$ cat src/rtl/cds_pkg.sv
package cds_pkg;
  localparam int CDS_BYTE_W = 8;
  localparam int CDS_BLK_W  = 128;
  localparam int CDS_SEG_W  = 32;

  localparam logic [2:0] MD_ECB = 3'd0;
  localparam logic [2:0] MD_CBC = 3'd1;
  localparam logic [2:0] MD_CFB = 3'd2;
  localparam logic [2:0] MD_OFB = 3'd3;
  localparam logic [2:0] MD_CTR = 3'd4;
  localparam logic [2:0] MD_MAC = 3'd5;

  // control/status bit positions
  localparam int CB_START = 0;
  localparam int CB_MODE  = 1;
  localparam int CB_ENC   = 4;
  localparam int CB_IE    = 5;
  localparam int CB_DONE  = 6;
  localparam int CB_RDY   = 7;

  localparam logic [1:0] RA_CTRL = 2'd0;
  localparam logic [1:0] RA_DIN  = 2'd1;
  localparam logic [1:0] RA_DOUT = 2'd2;

  typedef enum logic [1:0] {ST_IDLE, ST_LOAD, ST_RUN, ST_DRAIN} cds_state_e;

  function automatic logic mode_is_stream(input logic [2:0] m);
    return (m == MD_CFB) || (m == MD_OFB) || (m == MD_CTR);
  endfunction
endpackage

$ cat src/rtl/cds_stage.sv
module cds_stage #(
  parameter int BYTE_W = 8,
  parameter int BLK_W  = 128,
  parameter int CNT_W  = 5
) (
  input  logic              clk,
  input  logic              rst_n,
  input  logic              clr,
  input  logic              push,
  input  logic [BYTE_W-1:0] din,
  output logic [BLK_W-1:0]  data_q,
  output logic [CNT_W-1:0]  cnt_q
);
  always_ff @(posedge clk) begin
    if (!rst_n) begin
      data_q <= '0;
      cnt_q  <= '0;
    end else if (clr) begin
      cnt_q  <= '0;
    end else if (push) begin
      data_q <= {data_q[BLK_W-BYTE_W-1:0], din};
      cnt_q  <= cnt_q + 1'b1;
    end
  end
endmodule

$ cat src/rtl/cds_drain.sv
module cds_drain #(
  parameter int BYTE_W = 8,
  parameter int BLK_W  = 128,
  parameter int SEG_W  = 32,
  parameter int CNT_W  = 5
) (
  input  logic              clk,
  input  logic              rst_n,
  input  logic              load,
  input  logic              narrow,
  input  logic [CNT_W-1:0]  len,
  input  logic [BLK_W-1:0]  res,
  input  logic              pop,
  output logic [BYTE_W-1:0] head,
  output logic [CNT_W-1:0]  rem_q
);
  logic [BLK_W-1:0] obuf_q;
  logic [BLK_W-1:0] load_val;

  // a narrow piece sits in the low bits of the result; move it to the top
  assign load_val = narrow ? {res[SEG_W-1:0], {(BLK_W-SEG_W){1'b0}}} : res;
  assign head     = obuf_q[BLK_W-1 -: BYTE_W];

  always_ff @(posedge clk) begin
    if (!rst_n) begin
      obuf_q <= '0;
      rem_q  <= '0;
    end else if (load) begin
      obuf_q <= load_val;
      rem_q  <= len;
    end else if (pop) begin
      obuf_q <= {obuf_q[BLK_W-BYTE_W-1:0], {BYTE_W{1'b0}}};
      rem_q  <= rem_q - 1'b1;
    end
  end
endmodule

$ cat src/rtl/ciph_dma_seq.sv
module ciph_dma_seq
  import cds_pkg::*;
#(
  parameter int BYTE_W = CDS_BYTE_W,
  parameter int BLK_W  = CDS_BLK_W,
  parameter int SEG_W  = CDS_SEG_W
) (
  input  logic              clk,
  input  logic              rst_n,
  input  logic              reg_wr,
  input  logic              reg_rd,
  input  logic [1:0]        reg_addr,
  input  logic [BYTE_W-1:0] reg_wdata,
  output logic [BYTE_W-1:0] reg_rdata,
  output logic              dma_req_in,
  output logic              dma_req_out,
  output logic              irq,
  output logic              eng_start,
  output logic [BLK_W-1:0]  eng_data,
  output logic [2:0]        eng_mode,
  output logic              eng_encrypt,
  output logic [$clog2(BLK_W/SEG_W)-1:0] eng_piece,
  input  logic              eng_done,
  input  logic [BLK_W-1:0]  eng_result
);
  localparam int BLK_BYTES = BLK_W / BYTE_W;
  localparam int SEG_BYTES = SEG_W / BYTE_W;
  localparam int PIECES    = BLK_W / SEG_W;
  localparam int CNT_W     = $clog2(BLK_BYTES) + 1;
  localparam int PC_W      = $clog2(PIECES);

  function automatic logic [CNT_W-1:0] seg_len_f(input logic stream);
    return stream ? CNT_W'(SEG_BYTES) : CNT_W'(BLK_BYTES);
  endfunction

  cds_state_e       st_q;
  logic [2:0]       mode_q, act_mode_q;
  logic             enc_q, act_enc_q, ie_q, done_q, err_q, start_q;
  logic [PC_W-1:0]  piece_q;
  logic [CNT_W-1:0] stg_cnt, rem_cnt, seg_n;
  logic [BYTE_W-1:0] out_head;
  logic             unused_wbit;

  // named internal events
  logic wr_ctrl, wr_din, rd_dout, start_evt, push_evt, bad_wr;
  logic seg_full, pop_evt, drain_last, eng_ok, block_done_evt;
  logic act_stream, last_piece, ready_w;

  assign unused_wbit    = reg_wdata[CB_RDY];
  assign wr_ctrl        = reg_wr && (reg_addr == RA_CTRL);
  assign wr_din         = reg_wr && (reg_addr == RA_DIN);
  assign rd_dout        = reg_rd && (reg_addr == RA_DOUT);
  assign ready_w        = (st_q == ST_IDLE);
  assign start_evt      = wr_ctrl && reg_wdata[CB_START] && ready_w;
  assign push_evt       = wr_din && (st_q == ST_LOAD);
  assign bad_wr         = wr_din && (st_q == ST_DRAIN);
  assign act_stream     = mode_is_stream(act_mode_q);
  assign seg_n          = seg_len_f(act_stream);
  assign seg_full       = push_evt && (stg_cnt == seg_n - 1'b1);
  assign pop_evt        = rd_dout && (st_q == ST_DRAIN);
  assign drain_last     = pop_evt && (rem_cnt == CNT_W'(1));
  assign last_piece     = !act_stream || (piece_q == PC_W'(PIECES - 1));
  assign eng_ok         = (st_q == ST_RUN) && eng_done;
  assign block_done_evt = eng_ok && last_piece;

  cds_stage #(.BYTE_W(BYTE_W), .BLK_W(BLK_W), .CNT_W(CNT_W)) stage_i (
    .clk(clk), .rst_n(rst_n), .clr(start_evt || drain_last), .push(push_evt),
    .din(reg_wdata), .data_q(eng_data), .cnt_q(stg_cnt)
  );

  cds_drain #(.BYTE_W(BYTE_W), .BLK_W(BLK_W), .SEG_W(SEG_W), .CNT_W(CNT_W)) drain_i (
    .clk(clk), .rst_n(rst_n), .load(eng_ok), .narrow(act_stream), .len(seg_n),
    .res(eng_result), .pop(pop_evt), .head(out_head), .rem_q(rem_cnt)
  );

  always_ff @(posedge clk) begin
    if (!rst_n) begin
      st_q       <= ST_IDLE;
      piece_q    <= '0;
      act_mode_q <= MD_ECB;
      act_enc_q  <= 1'b0;
      start_q    <= 1'b0;
    end else begin
      start_q <= seg_full;
      unique case (st_q)
        ST_IDLE: if (start_evt) begin
          st_q       <= ST_LOAD;
          piece_q    <= '0;
          act_mode_q <= reg_wdata[CB_MODE +: 3];
          act_enc_q  <= reg_wdata[CB_ENC];
        end
        ST_LOAD: if (seg_full) st_q <= ST_RUN;
        ST_RUN:  if (eng_done) st_q <= ST_DRAIN;
        ST_DRAIN: if (drain_last) begin
          if (last_piece) st_q <= ST_IDLE;
          else begin
            st_q    <= ST_LOAD;
            piece_q <= piece_q + 1'b1;
          end
        end
        default: st_q <= ST_IDLE;
      endcase
    end
  end

  always_ff @(posedge clk) begin
    if (!rst_n) begin
      mode_q <= MD_ECB;
      enc_q  <= 1'b0;
      ie_q   <= 1'b0;
      done_q <= 1'b0;
      err_q  <= 1'b0;
    end else begin
      if (wr_ctrl) begin
        mode_q <= reg_wdata[CB_MODE +: 3];
        enc_q  <= reg_wdata[CB_ENC];
        ie_q   <= reg_wdata[CB_IE];
      end
      if (block_done_evt)                      done_q <= 1'b1;
      else if (wr_ctrl && !reg_wdata[CB_DONE]) done_q <= 1'b0;
      if (bad_wr)         err_q <= 1'b1;
      else if (start_evt) err_q <= 1'b0;
    end
  end

  always_comb begin
    reg_rdata = '0;
    unique case (reg_addr)
      RA_CTRL: reg_rdata = BYTE_W'({ready_w, done_q, ie_q, enc_q, mode_q, err_q});
      RA_DOUT: reg_rdata = (st_q == ST_DRAIN) ? out_head : '0;
      default: reg_rdata = '0;
    endcase
  end

  assign dma_req_in  = (st_q == ST_LOAD);
  assign dma_req_out = (st_q == ST_DRAIN);
  assign irq         = done_q && ie_q;
  assign eng_start   = start_q;
  assign eng_mode    = act_mode_q;
  assign eng_encrypt = act_enc_q;
  assign eng_piece   = piece_q;
endmodule

$ cat config.mk
export PLATFORM = sky130hd
export DESIGN_NAME = ciph_dma_seq
export DESIGN_NICKNAME = d
export VERILOG_FILES = /design/src/rtl/cds_pkg.sv /design/src/rtl/cds_stage.sv /design/src/rtl/cds_drain.sv /design/src/rtl/ciph_dma_seq.sv
export SDC_FILE = /design/constraint.sdc
export NUM_CORES = 1
export LEC_CHECK = 0
export BUFFER_PORTS_ARGS = -buffer_cell sky130_fd_sc_hd__buf_2
export CAP_MARGIN = 15
export CORE_MARGIN = 4
export CORE_UTILIZATION = 59
export DETAILED_ROUTE_END_ITERATION = 16
export GPL_ROUTABILITY_DRIVEN = 1
export MAX_ROUTING_LAYER = met4
export PLACE_DENSITY_LB_ADDON = 0.05
export SLEW_MARGIN = 30
export SYNTH_ARGS = -nofsm -noshare
export SYNTH_HDL_FRONTEND = slang
export SYNTH_HIERARCHICAL = 1
export SYNTH_SLANG_ARGS = --single-unit
$ cat constraint.sdc
create_clock -name clk -period 4.1 [get_ports clk]
set_clock_uncertainty 0.05 [all_clocks]
set_input_delay 0.205 -clock clk [delete_from_list [all_inputs] [get_ports clk]]
set_output_delay 0.205 -clock clk [all_outputs]
set_load 0.02 [all_outputs]
==> impl_metrics.yaml <==
synth:
  synth_area_sq_mm: 0.0128
  synth.distinct_cells: 49
  synth-seq-cells: 282
  synth_edf_count: 0
  syn_area_per_cell_sq_um: 9.08
  synth-main-ff-cell: "dfxtp_1"
  synthesis.instances: 1408
  async_flop_share_pct: 0
  synth_top_area_share_pct: 44.2
  synth_top_cells_by_area: "dfxtp_1 44%, nand2_1 13%, mux2_2 8.5%"
  yosys_warnings: 6
  yosysTopAreaCell: "dfxtp_1"
  ys_seq_area_share_pct: 44.2
sta:
  fin_ws_ns: 1.19
  slew_headroom_pct: 36.4
  timing.final.crit_share_pct: 71.1
  setup_viol: 0
  finalSetupTns_ns: 0
  slew_violations: 0
  finalCriticalPeriod_ns: 2.91
  max_freq_ghz: 0.343
  tightestPinTransition_ns: 0.953
  hold_viol: 0
  rsz0062_at_grt: "false"
die:
  die-width_um: 155
  num_rows: 53
  die_h_um: 155
  start_util_pct: 60.4
  ios: 289
  die_area_sq_mm: 0.0241
  coreArea_sq_mm: 0.0212
critical_path:
  crit_required_ns: 4.48
  cpMostUsedCell: "nand2_1"
  cp.arrival_ns: 3.29
  cp_slowest_stage_delay_ns: 0.62
  crit_family: "simple AND/OR/NAND/NOR gates"
  rrSetupSlack_ns: 1.19
  critical_path.slowest_cell: "nand2b_4"
  r2r.worst_path.cells: 8
  path_cells: "ha_1 -> and4b_4 -> nand3b_1 -> nand2_1 -> nand2b_4 -> buf_12 -> nand2_1 -> a21boi_0"
  cp_max_fo: 67
  end_kind: "flop"
  critPathBufInv: 1
  r2r-end: "stage_i/data_q[121]$_SDFFE_PN0P_"
  worstReg2RegStart: "st_q[0]$_SDFFE_PN0P_"
  critPathKind: "reg -> reg"
  critPathLaunchType: "flop"
placed_design:
  portBuffers: 288
  place_congestion: 0.839
  post-place-ws_ns: 1.42
  dp_hpwl_um: 20900
finish:
  layout_common_cells: "428 x nand2_1, 287 x buf_2, 282 x dfxtp_1"
  nNetsFinal: 1907
  fill_cells: 1445
  layout_commonest_cell: "nand2_1"
  multiInputGateArea_sq_mm: 0.00644
  drive_above_1_share_pct: 25.7
  area_growth_pct: 28.8
  seqCellArea_sq_mm: 0.00565
flow_run:
  maxCapViolations: 0
clock_tree:
  cts_root_buf: "clkbuf_16"
  cts-buffers-inserted: 30
  tritoncts: "built"
  cts_buffer_depth: 3
  htreeDepth: 1
  cts.clk_slew.worst_paths_ns: 0.06
  insertion_delay_ns: 0.55
  cts.sinks: 282
  ctsResizeCount: 0
  post_cts_buffers: 0
power:
  p_leak_nw: 6.97
  max-vdd-ir-drop_mv: 0.309
  p_per_area_mw_per_mm2: 380
drt:
  drt-initial-drc-count: 832
  route.detailed.drc: 0
  drtAntennaViolNets: 0
  viasPerCell: 5.40
  vias: 11100
  avgRoutedWirePerCell_um: 17.4
  dr.pass1.iters: 5
  wl_um: 35900
grt:
  grt_pass1_vias: 10900
  grt_max_degree: 134
  grt_usage_pct: 29.2
  antenna_found_initial: 2
  grt_pass1_wl_um: 56600
  grt.overflow.total: 0
min_path:
  hold_end: "drain_i/obuf_q[120]$_SDFFE_PN0P_"
  min-delay-start: "eng_result[120]"
  hold_depth: 4
  hold_class: "in -> reg"
status:
  status: "complete, no violations"
cell type report:
cell class,instances,share of cell area [%]
diodes,3,0.0456
clock buffers,44,5.50
clock inverters,12,0.874
inverters,8,0.182
multi-input cells,1001,39.1
flip-flops and latches,282,34.3
well taps,275,2.09
repair buffers,434,17.9
power breakdown:
group          leakage [nW]  internal, mW  switching [mW]
combinational          4.18         0.300           0.297
sequential             2.27          2.80          0.0418
clock                 0.521          1.71            1.11
layer usage:
layer / share of wire (%) / wire (um) / track usage, % / vias up
li1: - / - / - / 5447
met3: 6.7 / 2410 / 5.12 / 95
met5: 0 / 0 / - / -
met4: 3.5 / 1260 / 10.4 / 0
met1: 42 / 15200 / 36.6 / 5166
met2: 47 / 17000 / 48.0 / 406
logic make-up (layout without fill, tap and decap cells):
logic type	count (synthesis)	in the layout	share of synthesized area (%)
simple gates	533	533	17.8
compound gates	285	285	17.2
flops	282	282	44.2
mux	166	166	14.0
buf+inv	127	498	5.70
fa+ha+maj	7	7	0.685
xor+xnor	7	7	0.480
other cells	1	6	0.0293
synthesized netlist by cell type (9+ instances only):
| cell type | count |
|---|---|
| mux2i_1 | 69 |
| o211a_1 | 32 |
| a21boi_1 | 124 |
| nand2_1 | 428 |
| a21oi_1 | 18 |
| buf_4 | 25 |
| clkbuf_1 | 42 |
| buf_2 | 30 |
| buf_6 | 16 |
| nor2_1 | 15 |
| nor2b_1 | 27 |
| and2_1 | 30 |
| nor3b_1 | 9 |
| a21boi_0 | 70 |
| mux2_2 | 96 |
| dfxtp_1 | 282 |
| o2bb2ai_1 | 23 |
what timing repair did:
item / in CTS / in global routing
endpoints found under the hold margin: 142 / 0
endpoints found under the setup margin: 0 / 0
hold buffers: 134 / 0
worst min-delay path, delay by kind of cell:
kind	cells	cell delay, ns
AND/OR/NAND/NOR	1	0.08
AO/OA/AOI/OAI	1	0.13
buffers and inverters	1	0.08
multiplexers	1	0.08
sequential cells by signal (all words and copies together), names as in the netlist:
name,cells
done_q,1
drain_i/obuf_q,128
drain_i/rem_q,5
enc_q,1
eng_encrypt,1
eng_mode,3
eng_piece,2
eng_start,1
err_q,1
ie_q,1
mode_q,3
st_q,2
stage_i/cnt_q,5
stage_i/data_q,128
per-stage QoR:
stage	power [mW]	instance area (sq um)	cells	hold slack, ns	utilization, %
after detailed placement	3.37	14100	1866	0.393	66.5
after floorplan	3.22	12800	1410	0.290	-
final	6.26	16500	2059	0.00788	77.8
after CTS	6.26	16400	2056	0.00216	77.7
after global placement	3.36	14100	1866	0.388	66.5
after global routing	6.46	16500	2058	0.0298	77.8
how the worst max path moves through the flow:
stage | start | end | slack [ns] | cells past startpoint
after CTS | st_q[0]$_SDFFE_PN0P_ | stage_i/data_q[111]$_SDFFE_PN0P_ | 1.32 | 8
after global routing | st_q[0]$_SDFFE_PN0P_ | stage_i/data_q[121]$_SDFFE_PN0P_ | 0.94 | 8
final | st_q[0]$_SDFFE_PN0P_ | stage_i/data_q[121]$_SDFFE_PN0P_ | 1.19 | 8
after floorplan | st_q[0]$_SDFFE_PN0P_ | drain_i/obuf_q[115]$_SDFFE_PN0P_ | 1.99 | 7
after global placement | st_q[0]$_SDFFE_PN0P_ | stage_i/data_q[121]$_SDFFE_PN0P_ | 1.50 | 8
after detailed placement | st_q[0]$_SDFFE_PN0P_ | stage_i/data_q[120]$_SDFFE_PN0P_ | 1.42 | 8
Power figures use the tool's default switching activity.
